$ cat src/rtl/sseq_pkg.sv
package sseq_pkg;

  typedef enum logic [3:0] {
    CMD_NONE       = 4'd0,
    CMD_REC_LOOP   = 4'd1,
    CMD_REC_NEXT   = 4'd2,
    CMD_PLAY_LOOP  = 4'd3,
    CMD_PLAY_NEXT  = 4'd4,
    CMD_SKIP_LOOP  = 4'd5,
    CMD_SKIP_NEXT  = 4'd6,
    CMD_HALT       = 4'd7,
    CMD_HALT_SLEEP = 4'd8,
    CMD_WAKE       = 4'd9
  } cmd_e;

  typedef enum logic [1:0] {
    OP_IDLE = 2'd0,
    OP_REC  = 2'd1,
    OP_PLAY = 2'd2,
    OP_SKIP = 2'd3
  } op_e;

  function automatic op_e op_of(input logic [3:0] code);
    case (code)
      4'd1, 4'd2: op_of = OP_REC;
      4'd3, 4'd4: op_of = OP_PLAY;
      4'd5, 4'd6: op_of = OP_SKIP;
      default:    op_of = OP_IDLE;
    endcase
  endfunction

  function automatic logic is_loop(input logic [3:0] code);
    is_loop = code[0];
  endfunction

endpackage

$ cat src/rtl/sseq_pending.sv
module sseq_pending #(
  parameter int SECT_W = 11
) (
  input  logic              clk,
  input  logic              rst_n,
  input  logic              ld,
  input  logic              clr,
  input  logic [3:0]        code_in,
  input  logic [SECT_W-1:0] sec_in,
  output logic              valid_o,
  output logic [3:0]        code_o,
  output logic [SECT_W-1:0] sec_o
);

  logic              v_q;
  logic [3:0]        code_q;
  logic [SECT_W-1:0] sec_q;

  always_ff @(posedge clk or negedge rst_n) begin
    if (!rst_n) begin
      v_q    <= 1'b0;
      code_q <= '0;
      sec_q  <= '0;
    end else if (clr) begin
      v_q <= 1'b0;
    end else if (ld) begin
      v_q    <= 1'b1;
      code_q <= code_in;
      sec_q  <= sec_in;
    end
  end

  // a command arriving in the boundary cycle supersedes the held one
  assign valid_o = ld | v_q;
  assign code_o  = ld ? code_in : code_q;
  assign sec_o   = ld ? sec_in  : sec_q;

endmodule

$ cat src/rtl/sseq_events.sv
module sseq_events #(
  parameter int ADDR_W = 22
) (
  input  logic clk,
  input  logic rst_n,
  input  logic mark_ev,
  input  logic ovf_ev,
  input  logic eod_ev,
  output logic eod_mark_wr,
  output logic ovf_set,
  output logic eod_set,
  output logic irq_n
);

  always_ff @(posedge clk or negedge rst_n) begin
    if (!rst_n) begin
      eod_mark_wr <= 1'b0;
      ovf_set     <= 1'b0;
      eod_set     <= 1'b0;
      irq_n       <= 1'b1;
    end else begin
      eod_mark_wr <= mark_ev;
      ovf_set     <= ovf_ev;
      eod_set     <= eod_ev;
      irq_n       <= !(ovf_ev || eod_ev);
    end
  end


  ovf_eod_excl_chk: assert property (@(posedge clk) disable iff (!rst_n)
    !(ovf_set && eod_set));

endmodule

$ cat src/rtl/sector_sequencer.sv
module sector_sequencer
  import sseq_pkg::*;
#(
  parameter  int NUM_SECTORS      = 1280,
  parameter  int CELLS_PER_SECTOR = 3000,
  localparam int SECT_W = $clog2(NUM_SECTORS),
  localparam int CELL_W = $clog2(CELLS_PER_SECTOR),
  localparam int ADDR_W = $clog2(NUM_SECTORS * CELLS_PER_SECTOR)
) (
  input  logic              clk,
  input  logic              rst_n,
  input  logic              cmd_valid,
  input  logic [3:0]        cmd_code,
  input  logic [SECT_W-1:0] cmd_sector,
  input  logic              sample_tick,
  input  logic              eod_bit_in,
  output logic [ADDR_W-1:0] cell_addr,
  output logic              cell_wr_en,
  output logic              cell_rd_en,
  output logic              half_sec_n,
  output logic              active_n,
  output logic              irq_n,
  output logic              mute,
  output logic              pwr_down,
  output logic              eod_mark_wr,
  output logic [ADDR_W-1:0] eod_mark_addr,
  output logic              ovf_set,
  output logic              eod_set
);

  localparam int HALF       = CELLS_PER_SECTOR / 2;
  localparam int TOTAL      = NUM_SECTORS * CELLS_PER_SECTOR;
  localparam logic [SECT_W-1:0] LAST_SEC = SECT_W'(NUM_SECTORS - 1);
  localparam logic [CELL_W-1:0] LAST_CEL = CELL_W'(CELLS_PER_SECTOR - 1);

  op_e               mode_q, mode_d;
  logic              loop_q, loop_d;
  logic [SECT_W-1:0] sec_q, sec_d;
  logic [CELL_W-1:0] cel_q, cel_d;
  logic              pdn_q, pdn_d;
  logic              any_q, any_d;
  logic [ADDR_W-1:0] last_q, last_d;

  logic running, second_half, at_end;
  logic eff_cmd, imm, queue_ld, tick_go, eod_hit;
  logic mark_ev, ovf_ev, eod_ev;
  logic              pend_v;
  logic [3:0]        pend_code;
  logic [SECT_W-1:0] pend_sec;

  assign running     = (mode_q != OP_IDLE);
  assign second_half = (cel_q >= CELL_W'(HALF));
  assign at_end      = (cel_q == LAST_CEL);

  assign eff_cmd  = cmd_valid && (pdn_q ? (cmd_code == CMD_WAKE)
                                        : (cmd_code != CMD_NONE && cmd_code <= 4'd8));
  assign imm      = eff_cmd && (!running || !second_half);
  assign queue_ld = eff_cmd && running && second_half;
  assign tick_go  = running && sample_tick && !imm;

  assign cell_addr  = ADDR_W'(sec_q) * ADDR_W'(CELLS_PER_SECTOR) + ADDR_W'(cel_q);
  assign cell_wr_en = tick_go && (mode_q == OP_REC);
  assign cell_rd_en = tick_go && (mode_q == OP_PLAY || mode_q == OP_SKIP);
  assign eod_hit    = cell_rd_en && eod_bit_in;

  assign half_sec_n    = !(running && second_half);
  assign active_n      = !running;
  assign mute          = (mode_q == OP_SKIP);
  assign pwr_down      = pdn_q;
  assign eod_mark_addr = last_q;

  sseq_pending #(.SECT_W(SECT_W)) u_pending (
    .clk     (clk),
    .rst_n   (rst_n),
    .ld      (queue_ld),
    .clr     (imm || (tick_go && (at_end || eod_hit))),
    .code_in (cmd_code),
    .sec_in  (cmd_sector),
    .valid_o (pend_v),
    .code_o  (pend_code),
    .sec_o   (pend_sec)
  );

  sseq_events #(.ADDR_W(ADDR_W)) u_events (
    .clk         (clk),
    .rst_n       (rst_n),
    .mark_ev     (mark_ev),
    .ovf_ev      (ovf_ev),
    .eod_ev      (eod_ev),
    .eod_mark_wr (eod_mark_wr),
    .ovf_set     (ovf_set),
    .eod_set     (eod_set),
    .irq_n       (irq_n)
  );

  always_comb begin
    mode_d  = mode_q;
    loop_d  = loop_q;
    sec_d   = sec_q;
    cel_d   = cel_q;
    pdn_d   = pdn_q;
    any_d   = any_q;
    last_d  = last_q;
    mark_ev = 1'b0;
    ovf_ev  = 1'b0;
    eod_ev  = 1'b0;
    if (imm) begin
      case (cmd_code)
        CMD_WAKE: pdn_d = 1'b0;
        CMD_HALT, CMD_HALT_SLEEP: begin
          mark_ev = (mode_q == OP_REC) && any_q;
          mode_d  = OP_IDLE;
          pdn_d   = (cmd_code == CMD_HALT_SLEEP);
        end
        default: begin
          mode_d = op_of(cmd_code);
          loop_d = is_loop(cmd_code);
          cel_d  = '0;
          any_d  = 1'b0;
          if (is_loop(cmd_code)) sec_d = cmd_sector;
        end
      endcase
    end else if (tick_go) begin
      if (cell_wr_en) begin
        last_d = cell_addr;
        any_d  = 1'b1;
      end
      if (eod_hit) begin
        mode_d = OP_IDLE;
        eod_ev = 1'b1;
      end else if (at_end) begin
        cel_d = '0;
        if (pend_v && (pend_code == CMD_HALT || pend_code == CMD_HALT_SLEEP)) begin
          mark_ev = (mode_q == OP_REC);
          mode_d  = OP_IDLE;
          pdn_d   = (pend_code == CMD_HALT_SLEEP);
        end else begin
          if (pend_v) begin
            mode_d = op_of(pend_code);
            loop_d = is_loop(pend_code);
            any_d  = any_d && (op_of(pend_code) == OP_REC);
          end
          if (pend_v && is_loop(pend_code)) begin
            sec_d = pend_sec;
          end else if (pend_v || !loop_q) begin
            if (sec_q == LAST_SEC) begin
              mode_d = OP_IDLE;
              ovf_ev = 1'b1;
            end else begin
              sec_d = sec_q + SECT_W'(1);
            end
          end
        end
      end else begin
        cel_d = cel_q + CELL_W'(1);
      end
    end
  end

  always_ff @(posedge clk or negedge rst_n) begin
    if (!rst_n) begin
      mode_q <= OP_IDLE;
      loop_q <= 1'b0;
      sec_q  <= '0;
      cel_q  <= '0;
      pdn_q  <= 1'b0;
      any_q  <= 1'b0;
      last_q <= '0;
    end else begin
      mode_q <= mode_d;
      loop_q <= loop_d;
      sec_q  <= sec_d;
      cel_q  <= cel_d;
      pdn_q  <= pdn_d;
      any_q  <= any_d;
      last_q <= last_d;
    end
  end


  half_needs_active_chk: assert property (@(posedge clk) disable iff (!rst_n)
    !half_sec_n |-> !active_n);


  access_excl_chk: assert property (@(posedge clk) disable iff (!rst_n)
    !(cell_wr_en && cell_rd_en));


  addr_range_chk: assert property (@(posedge clk) disable iff (!rst_n)
    (cell_wr_en || cell_rd_en) |-> (int'(cell_addr) < TOTAL));


  write_unmuted_chk: assert property (@(posedge clk) disable iff (!rst_n)
    cell_wr_en |-> !mute);


  eod_stops_chk: assert property (@(posedge clk) disable iff (!rst_n)
    eod_set |-> (active_n && !irq_n));


  ovf_stops_chk: assert property (@(posedge clk) disable iff (!rst_n)
    ovf_set |-> (active_n && !irq_n));


  mark_on_halt_chk: assert property (@(posedge clk) disable iff (!rst_n)
    eod_mark_wr |-> active_n);


  sleep_idle_chk: assert property (@(posedge clk) disable iff (!rst_n)
    pwr_down |-> active_n);

endmodule

$ cat config.mk
export PLATFORM = sky130hd
export DESIGN_NAME = sector_sequencer
export DESIGN_NICKNAME = d
export VERILOG_FILES = /design/src/rtl/sseq_pkg.sv /design/src/rtl/sseq_pending.sv /design/src/rtl/sseq_events.sv /design/src/rtl/sector_sequencer.sv
export SDC_FILE = /design/constraint.sdc
export NUM_CORES = 1
export LEC_CHECK = 0
export BUFFER_PORTS_ARGS = -buffer_cell sky130_fd_sc_hd__buf_2
export CAP_MARGIN = 0
export CORE_MARGIN = 10
export CORE_UTILIZATION = 55
export CTS_CLUSTER_DIAMETER = 150
export DETAILED_ROUTE_END_ITERATION = 7
export GPL_TIMING_DRIVEN = 0
export PLACE_DENSITY_LB_ADDON = 0.05
export SLEW_MARGIN = 10
export SYNTH_ARGS = -nofsm -noshare
export SYNTH_HDL_FRONTEND = slang
export SYNTH_SLANG_ARGS = --single-unit
$ cat constraint.sdc
create_clock -name clk -period 5.5 [get_ports clk]
set_clock_uncertainty 0.1 [all_clocks]
set_input_delay 0 -clock clk [delete_from_list [all_inputs] [get_ports clk]]
set_output_delay 0 -clock clk [all_outputs]
set_load 0.01 [all_outputs]
==> results of run 1 <==
final cells by class:
type / instances / area (um^2)
plain buffers: 22 / 134
flip-flops and latches: 70 / 1760
well taps: 147 / 184
multi-input cells: 549 / 4530
clock inverters: 3 / 42.5
inverters: 94 / 353
clock buffers: 13 / 260
fillers: 994 / 4070
repair buffers: 98 / 623
path summary, 6_finish.rpt:
check / startpoint / to / slack, ps / depth (start not counted)
max: sec_q[5] / cell_addr[21] / 160 / 17
min: rst_n / eod_mark_addr[4] / 4 / 2
max reg2reg: sec_q[5] / eod_mark_addr[20] / 220 / 18
min reg2reg: eod_mark_addr[12] / eod_mark_addr[12] / 370 / 2
max in group asynchronous: rst_n / u_events.irq_n / 4700 / 3
min in group clk: cmd_code[0] / u_events.ovf_set / 60 / 3
state kept, by name, summed over array words and instances (netlist names), 2 cells and up:
name and flops:
cel_q 12, eod_mark_addr 22, mode_q 2, sec_q 11, u_pending.code_q 4, u_pending.sec_q 11
layer usage:
layer	track usage (%)	wire (um)	vias to the layer above
met2	33.7	8160	114
met4	4.89	204	0
li1	-	-	2730
met5	0	0	-
met1	24.1	6840	2788
met3	4.30	733	18
cell families (layout without fill, tap and decap cells):
group	count (synthesis)	in the layout	synth area share [%]
AND/OR/NAND/NOR	233	233	18.4
AO/OA/AOI/OAI	143	143	13.6
buffers and inverters	116	230	7.29
adder cells (fa/ha/maj)	108	108	25.1
flip-flops	70	70	26.2
XOR/XNOR	40	40	5.24
multiplexers	25	25	4.20
cells in the final DEF, fill, tap and decap left out, types with 29 or more instances in the layout:
cell and instances:
nand2_1 79, fa_1 43, dfrtp_1 60, o21ai_0 31, buf_2 75, nor2_1 45, xnor2_1 29, inv_1 93
ha_1 63, a21oi_1 44
what timing repair did:
item | CTS | global route
setup endpoints to repair | 3 | 14
gates resized for setup | 7 | 23
pin swaps | 0 | 5
setup buffers | 0 | 9
endpoints found under the hold margin | 95 | 0
hold buffers | 17 | 0
per-stage QoR:
step,area [um^2],cells
2_1_floorplan,6680,735
3_5_place_dp,7250,954
3_3_place_gp,7220,953
5_1_grt,7890,996
6_report,7890,996
4_1_cts,7740,987
==> results.sh, run 1 <==
export IMPL_grt_pass1_wl_mm=26.6
export IMPL_die_x_um=130
export IMPL_netlist_cell_type_count=77
export IMPL_clock_sinks=70
export IMPL_ys_seq_area_share_pct=26.2
export IMPL_setup_viol=0
export IMPL_avgSynthCellArea_um2=9.09
export IMPL_fmaxAchievable_ghz=0.187
export IMPL_worstPathCellList="fa_1 -> inv_1 -> fa_1 -> fa_1 -> fa_1 -> inv_1 -> ha_2 -> a21oi_1 -> xnor2_1 -> ha_1 -> a2111o_1 -> o21ai_2 -> inv_1 -> and4_4 -> and4_1 -> nor2_1 -> buf_2"
export IMPL_maxCapViolations=0
export IMPL_synth_edf_count=0
export IMPL_fin_crit_ps=5340
export IMPL_worst_path_most_repeated_cell="fa_1"
export IMPL_syn_cell_area_mm2=0.00668
export IMPL_yosysTopAreaCellShare_pct=25.8
export IMPL_final_setup_tns_ps=0
export IMPL_clock_latency_ps=340
export IMPL_grt_pass1_vias=5596
export IMPL_area_delta_synth_final_pct=18.1
export IMPL_dp_hpwl_mm=12.3
export IMPL_crit_arrival_ps=5240
export IMPL_path_delay_family="adder cells"
export IMPL_post_route_drc_count=0
export IMPL_synthTopCellsByCount="inv_1 (93), nand2_1 (79), dfrtp_1 (69)"
export IMPL_ys_top_cells_by_area="dfrtp_1 (26%), fa_1 (13%), ha_1 (12%), inv_1 (5.2%), nand2_1 (4.4%)"
export IMPL_die_area_mm2=0.0170
export IMPL_async_flop_share_pct=100
export IMPL_syn_nets=863
export IMPL_grt_total_usage_pct=19.5
export IMPL_clk_path_buf_depth=2
export IMPL_max_stage_delay_ps=550
export IMPL_final_util_pct=66.0
export IMPL_drtIter0Drc=379
export IMPL_start_kind="register"
export IMPL_status="finished, final reports clean"
export IMPL_antenna_found_initial=0
export IMPL_avgViaCountPerCell=5.67
export IMPL_clock_root_buffer="clkbuf_16"
export IMPL_grt_max_degree=49
export IMPL_ys_flop_type="dfrtp_1"
export IMPL_crit_path_end_kind="output port"
export IMPL_yosysWarnings=0
export IMPL_dieHeight_um=130
export IMPL_whs_ps=4.05
export IMPL_relSlewSlack_pct=60.1
export IMPL_clk_transition_reported_paths_ps=60
export IMPL_drtPass1Iterations=5
export IMPL_yosys_area_top_type="dfrtp_1"
export IMPL_rows=40
export IMPL_wirelength_mm=15.9
export IMPL_hold_viol_final=0
export IMPL_syn_inst=735
export IMPL_cpMaxStageDelayCell="fa_1"
export IMPL_path_buf_inv=4
export IMPL_hold_path_class="in2async"
export IMPL_cts_buffers=9
export IMPL_port_buffers=71
export IMPL_gp_congestion=0.899
export IMPL_drive_gt1_share_pct=20.5
export IMPL_cts_htree_levels=3
export IMPL_synth_seq_cells=70
export IMPL_grt_ovfl_total=0
export IMPL_post_place_ws_ps=43.0
export IMPL_worst_slack_ps=162
export IMPL_cts_tree="done"
export IMPL_slew_viol_final=0
export IMPL_num_vias=5650
export IMPL_crit_fanout=8
export IMPL_cp_required_ps=5400
export IMPL_post_drt_wl_per_cell_um=16.0
export IMPL_ant_nets=0
export IMPL_start_util_pct=55.8
export IMPL_ios=74
export IMPL_diodes=0
export IMPL_layout_nets=972
export IMPL_worst_pin_slew_ps=599
export IMPL_coreArea_mm2=0.0120
export IMPL_yosys_cell_count_top_type="inv_1"
export IMPL_critPathKind="reg2out"
export IMPL_finalCritPeriodShare_pct=97.1
Power of run 1 is left out: the tool's default activity adds up to more than one toggle a clock period on the data nets, which glitch-free logic cannot reach.
==> inputs of run 2 (changes only) <==
--- a/config.mk
+++ b/config.mk
@@ -8,7 +8,7 @@
 export BUFFER_PORTS_ARGS = -buffer_cell sky130_fd_sc_hd__buf_2
 export CAP_MARGIN = 0
 export CORE_MARGIN = 10
-export CORE_UTILIZATION = 55
+export CORE_UTILIZATION = 31
 export CTS_CLUSTER_DIAMETER = 150
 export DETAILED_ROUTE_END_ITERATION = 7
 export GPL_TIMING_DRIVEN = 0
==> run 2 against run 1 <==
Sequential share of layout area down 0.72 points. Maximum frequency up 1.2%. Die area up 64%. Worst setup slack better by 64 ps. Global-route usage down 6.7 points. Sequential cell count unchanged. Wire length up 12%. Cell area up 3.3%. First-iteration DRC count down 50%. Worst hold slack better by 0.83 ps. Final cell count up 14%.
==> results.sh, run 2 (same netlist as run 1, synthesis figures left out) <==
export IMPL_status="finished, final reports clean"
export IMPL_regToRegSetupSlack_ps=390
export IMPL_slew_viol_final=0
export IMPL_cp_required_ps=5400
export IMPL_wl_met1_mm=8.25
export IMPL_mostFrequentLayoutCells="inv_1 (93), nand2_1 (78), buf_2 (75)"
export IMPL_critPathKind="reg2out"
export IMPL_clock_sinks=70
export IMPL_crit_arrival_ps=5170
export IMPL_rows=53
export IMPL_hold_viol_final=0
export IMPL_cts_tree="done"
export IMPL_die_area_mm2=0.0278
export IMPL_crit_path_end_kind="output port"
export IMPL_worst_pin_slew_ps=689
export IMPL_hold_path_class="in2async"
export IMPL_worstPathCellList="fa_1 -> inv_1 -> fa_1 -> fa_1 -> fa_1 -> inv_1 -> ha_2 -> a21oi_2 -> xnor2_1 -> ha_1 -> a2111o_1 -> o21ai_2 -> inv_1 -> and4_4 -> and4_1 -> nor2_1 -> buf_2"
export IMPL_routed_wl_met2_mm=8.87
export IMPL_grt_pass1_wl_mm=29.6
export IMPL_dp_hpwl_mm=14.0
export IMPL_area_delta_synth_final_pct=22.0
export IMPL_cts_htree_levels=3
export IMPL_cpMaxStageDelayCell="fa_1"
export IMPL_grt_max_degree=51
export IMPL_start_util_pct=31.7
export IMPL_num_vias=5599
export IMPL_clk_transition_reported_paths_ps=60
export IMPL_routed_top_layer="met4"
export IMPL_ant_nets=0
export IMPL_clock_latency_ps=340
export IMPL_avgViaCountPerCell=4.95
export IMPL_maxCapViolations=0
export IMPL_start_kind="register"
export IMPL_dieHeight_um=167
export IMPL_relSlewSlack_pct=54.1
export IMPL_cts_buffers=9
export IMPL_ios=74
export IMPL_grt_total_usage_pct=12.8
export IMPL_coreArea_mm2=0.0211
export IMPL_setup_viol=0
export IMPL_gp_congestion=0.811
export IMPL_worst_path_most_repeated_cell="fa_1"
export IMPL_largest_reg_flops=22
export IMPL_diodes=0
export IMPL_drtIter0Drc=191
export IMPL_drtPass1Iterations=4
export IMPL_layout_nets=979
export IMPL_post_route_drc_count=0
export IMPL_final_common_cell="inv_1"
export IMPL_wirelength_mm=17.8
export IMPL_final_util_pct=38.7
export IMPL_clock_root_buffer="clkbuf_16"
export IMPL_grt_pass1_vias=5730
export IMPL_antenna_found_initial=0
export IMPL_max_stage_delay_ps=550
export IMPL_crit_fanout=5
export IMPL_port_buffers=71
export IMPL_drive_gt1_share_pct=21.4
export IMPL_fin_crit_ps=5270
export IMPL_wl_met3_um=459
export IMPL_fmaxAchievable_ghz=0.190
export IMPL_grt_ovfl_total=0
export IMPL_post_drt_wl_per_cell_um=15.7
export IMPL_die_x_um=167
export IMPL_finalCritPeriodShare_pct=95.9
export IMPL_clk_path_buf_depth=2
[run 2: cell types whose count changed in the layout (fill, tap and decap cells not counted), sizes merged]
cell,before,now
buf,96,103
bufinv,1,3
clkbuf,20,18
[run 2: timing repair]
action,in CTS,in global routing
hold buffers,17,0
setup endpoints to repair,10,13
buffers inserted,4,12
pin swaps,1,7
gates resized for setup,11,23
endpoints found under the hold margin,94,0
[run 2: area by class of cell]
cell class / count / area (um^2)
fillers: 2182 / 12900
multi-input cells: 549 / 4530
flip-flops and latches: 70 / 1760
repair buffers: 105 / 676
inverters: 94 / 353
well taps: 275 / 344
clock buffers: 11 / 243
plain buffers: 22 / 134
clock inverters: 5 / 106
[run 2: per-stage QoR]
step                      std cells  hold slack, ps  cell area [um^2]  worst slack, ps  TNS, ps
after floorplan                 735            -396              6680              424        0
after global placement         1081             139              7380            -32.3    -32.3
after detailed placement       1082            -180              7410            -39.9    -39.9
after CTS                      1119            13.1              7970             5.07        0
after global routing           1131            41.5              8150            -25.2    -57.3
final                          1131            4.88              8150              226        0
[run 2: worst max-delay path: cells and delay by family, from the launching register on]
family / cells / cell delay [ps]
fa+ha+maj: 6 / 2780
simple gates: 3 / 440
buf+inv: 4 / 340
compound gates: 3 / 680
xor+xnor: 1 / 130
flops: 1 / 470
[run 2: per-layer routing]
metal / global-route usage, % / up-vias
li1: - / 2741
met1: 16.3 / 2768
met2: 21.6 / 81
met3: 1.65 / 9
met4: 4.20 / 0
met5: 0 / -
[run 2: worst paths after layout]
check	start	endpoint	depth (start not counted)
max	sec_q[5]	cell_addr[21]	17
min	rst_n	cel_q[9]	2
max reg2reg	sec_q[5]	eod_mark_addr[19]	16
min reg2reg	eod_mark_addr[2]	eod_mark_addr[2]	2
max in group asynchronous	rst_n	u_events.irq_n	3
min in group clk	cmd_code[0]	u_events.ovf_set	3
Power of run 2 is left out for the same reason.
==> inputs of run 3 (changes only) <==
--- a/config.mk
+++ b/config.mk
@@ -8,7 +8,7 @@
 export BUFFER_PORTS_ARGS = -buffer_cell sky130_fd_sc_hd__buf_2
 export CAP_MARGIN = 0
 export CORE_MARGIN = 10
-export CORE_UTILIZATION = 31
+export CORE_UTILIZATION = 50
 export CTS_CLUSTER_DIAMETER = 150
 export DETAILED_ROUTE_END_ITERATION = 7
 export GPL_TIMING_DRIVEN = 0
==> run 3 against run 2 <==
Die area fell by 34%. Worst hold slack got worse by 2.3 ps. Maximum frequency fell by 0.20%. Sequential share of layout area up 0.52 points. Global-route usage grew 5.1 points. Via count grew 0.13%. Cell area shrank 2.4%. Utilization up 22 points. Register-to-register slack about the same. Final cell count is 8.7% lower. Critical path type unchanged.
==> results.sh, run 3 (same netlist as run 1, synthesis figures left out) <==
export IMPL_fin_crit_ps=5280
export IMPL_rsz0062_at_grt="false"
export IMPL_cts_tree="done"
export IMPL_clock_root_buffer="clkbuf_16"
export IMPL_fill_cells=1148
export IMPL_start_util_pct=50.6
export IMPL_die_area_mm2=0.0184
export IMPL_clk_transition_reported_paths_ps=60
export IMPL_met2_usage_pct=30.0
export IMPL_clock_sinks=70
export IMPL_post_route_drc_count=0
export IMPL_crit_end="cell_addr[21]"
export IMPL_largest_reg_flops=22
export IMPL_crit_arrival_ps=5180
export IMPL_regToRegSetupSlack_ps=380
export IMPL_ios=74
export IMPL_r2r_start="sec_q[3]"
export IMPL_antenna_found_initial=0
export IMPL_avgViaCountPerCell=5.43
export IMPL_relSlewSlack_pct=60.4
export IMPL_r2r_end="eod_mark_addr[19]"
export IMPL_ant_nets=0
export IMPL_drtPass1Iterations=5
export IMPL_hold_viol_final=0
export IMPL_cts_htree_levels=3
export IMPL_hold_path_class="in2async"
export IMPL_final_common_cell="inv_1"
export IMPL_dieHeight_um=136
export IMPL_clock_latency_ps=340
export IMPL_post_place_ws_ps=-23.6
export IMPL_drtIter0Drc=355
export IMPL_maxCapViolations=0
export IMPL_diodes=0
export IMPL_drive_gt1_share_pct=20.9
export IMPL_num_vias=5606
export IMPL_mostFrequentLayoutCells="inv_1 (93), nand2_1 (79), buf_2 (75)"
export IMPL_grt_pass1_vias=5545
export IMPL_setup_viol=0
export IMPL_startpoint="sec_q[6]"
export IMPL_critPathKind="reg2out"
export IMPL_fmaxAchievable_ghz=0.189
export IMPL_use_met3_pct=2.86
export IMPL_dp_hpwl_mm=12.6
export IMPL_crit_path_end_kind="output port"
export IMPL_grt_max_degree=49
export IMPL_rows=42
export IMPL_slew_viol_final=0
export IMPL_wirelength_mm=16.1
export IMPL_worst_slack_ps=216
export IMPL_die_x_um=136
export IMPL_gp_congestion=0.872
export IMPL_grt_total_usage_pct=17.8
export IMPL_port_buffers=71
export IMPL_worst_pin_slew_ps=593
export IMPL_grt_pass1_wl_mm=27.1
export IMPL_area_delta_synth_final_pct=19.2
export IMPL_coreArea_mm2=0.0132
export IMPL_finalCritPeriodShare_pct=96.1
export IMPL_status="finished, final reports clean"
export IMPL_cts_buffers=9
export IMPL_crit_fanout=9
export IMPL_ff2ff_path_depth=17
export IMPL_post_drt_wl_per_cell_um=15.6
export IMPL_grt_ovfl_total=0
export IMPL_use_met1_pct=22.3
export IMPL_cp_required_ps=5400
export IMPL_layout_nets=980
export IMPL_start_kind="register"
export IMPL_clk_path_buf_depth=2
export IMPL_busiest_layer="met2"
-- run 3: how the worst min path moves through the flow --
stage,start,cells past startpoint,endpoint,slack [ps]
after floorplan,rst_n,0,any_q,-400
after global placement,cmd_sector[7],2,u_pending.sec_q[7],140
after detailed placement,rst_n,1,eod_mark_addr[4],-170
after CTS,rst_n,2,eod_mark_addr[4],10
after global routing,rst_n,2,eod_mark_addr[4],50
final,rst_n,2,eod_mark_addr[4],3
-- run 3: repair_timing --
action	CTS	global route
gates resized for setup	9	18
setup buffers	1	16
hold buffers	17	0
pin swaps	1	8
gates cloned	0	0
endpoints found under the hold margin	95	0
endpoints found under the setup margin	6	16
-- run 3: layer usage --
metal  vias to the layer above  part of all wire [%]
li1                       2748                     -
met1                      2722                    44
met2                       115                    49
met3                        21                   4.6
met4                         0                   1.9
met5                         -                     0
-- run 3: area by class of cell --
class                      instances  area [um^2]  area share (%)
clock inverter                     4         22.5           0.283
tap                              176          220            2.77
inverter                          94          353            4.43
multi-input combinational        549         4530            56.9
clock buffer                      12          246            3.10
buffer                            22          134            1.68
timing repair buffer             106          693            8.71
sequential                        70         1760            22.2
-- run 3: critical path: stages (launching register included) --
cell and delay [ps]:
dfrtp_2 500, buf_4 170, ha_1 270, inv_1 50, fa_1 490, inv_1 50
fa_1 540, inv_1 60, fa_1 530, inv_1 40, ha_1 340, and2_1 200
and3_1 220, nor3_1 180, nand3_1 190, nor4_4 330, and4_4 270, and4_1 220
nor2_1 50, buf_2 140
-- run 3: through the flow --
step	setup TNS (ps)	hold slack, ps	utilization, %	area (um^2)	instances
after floorplan	0	-396	-	6680	735
after detailed placement	-23.6	-172	55.2	7290	983
after global routing	0	46.3	60.3	7960	1033
after global placement	0	137	55.0	7260	982
after CTS	0	10.1	58.7	7740	1017
final	0	2.57	60.3	7960	1033
Power of run 3 is left out for the same reason.
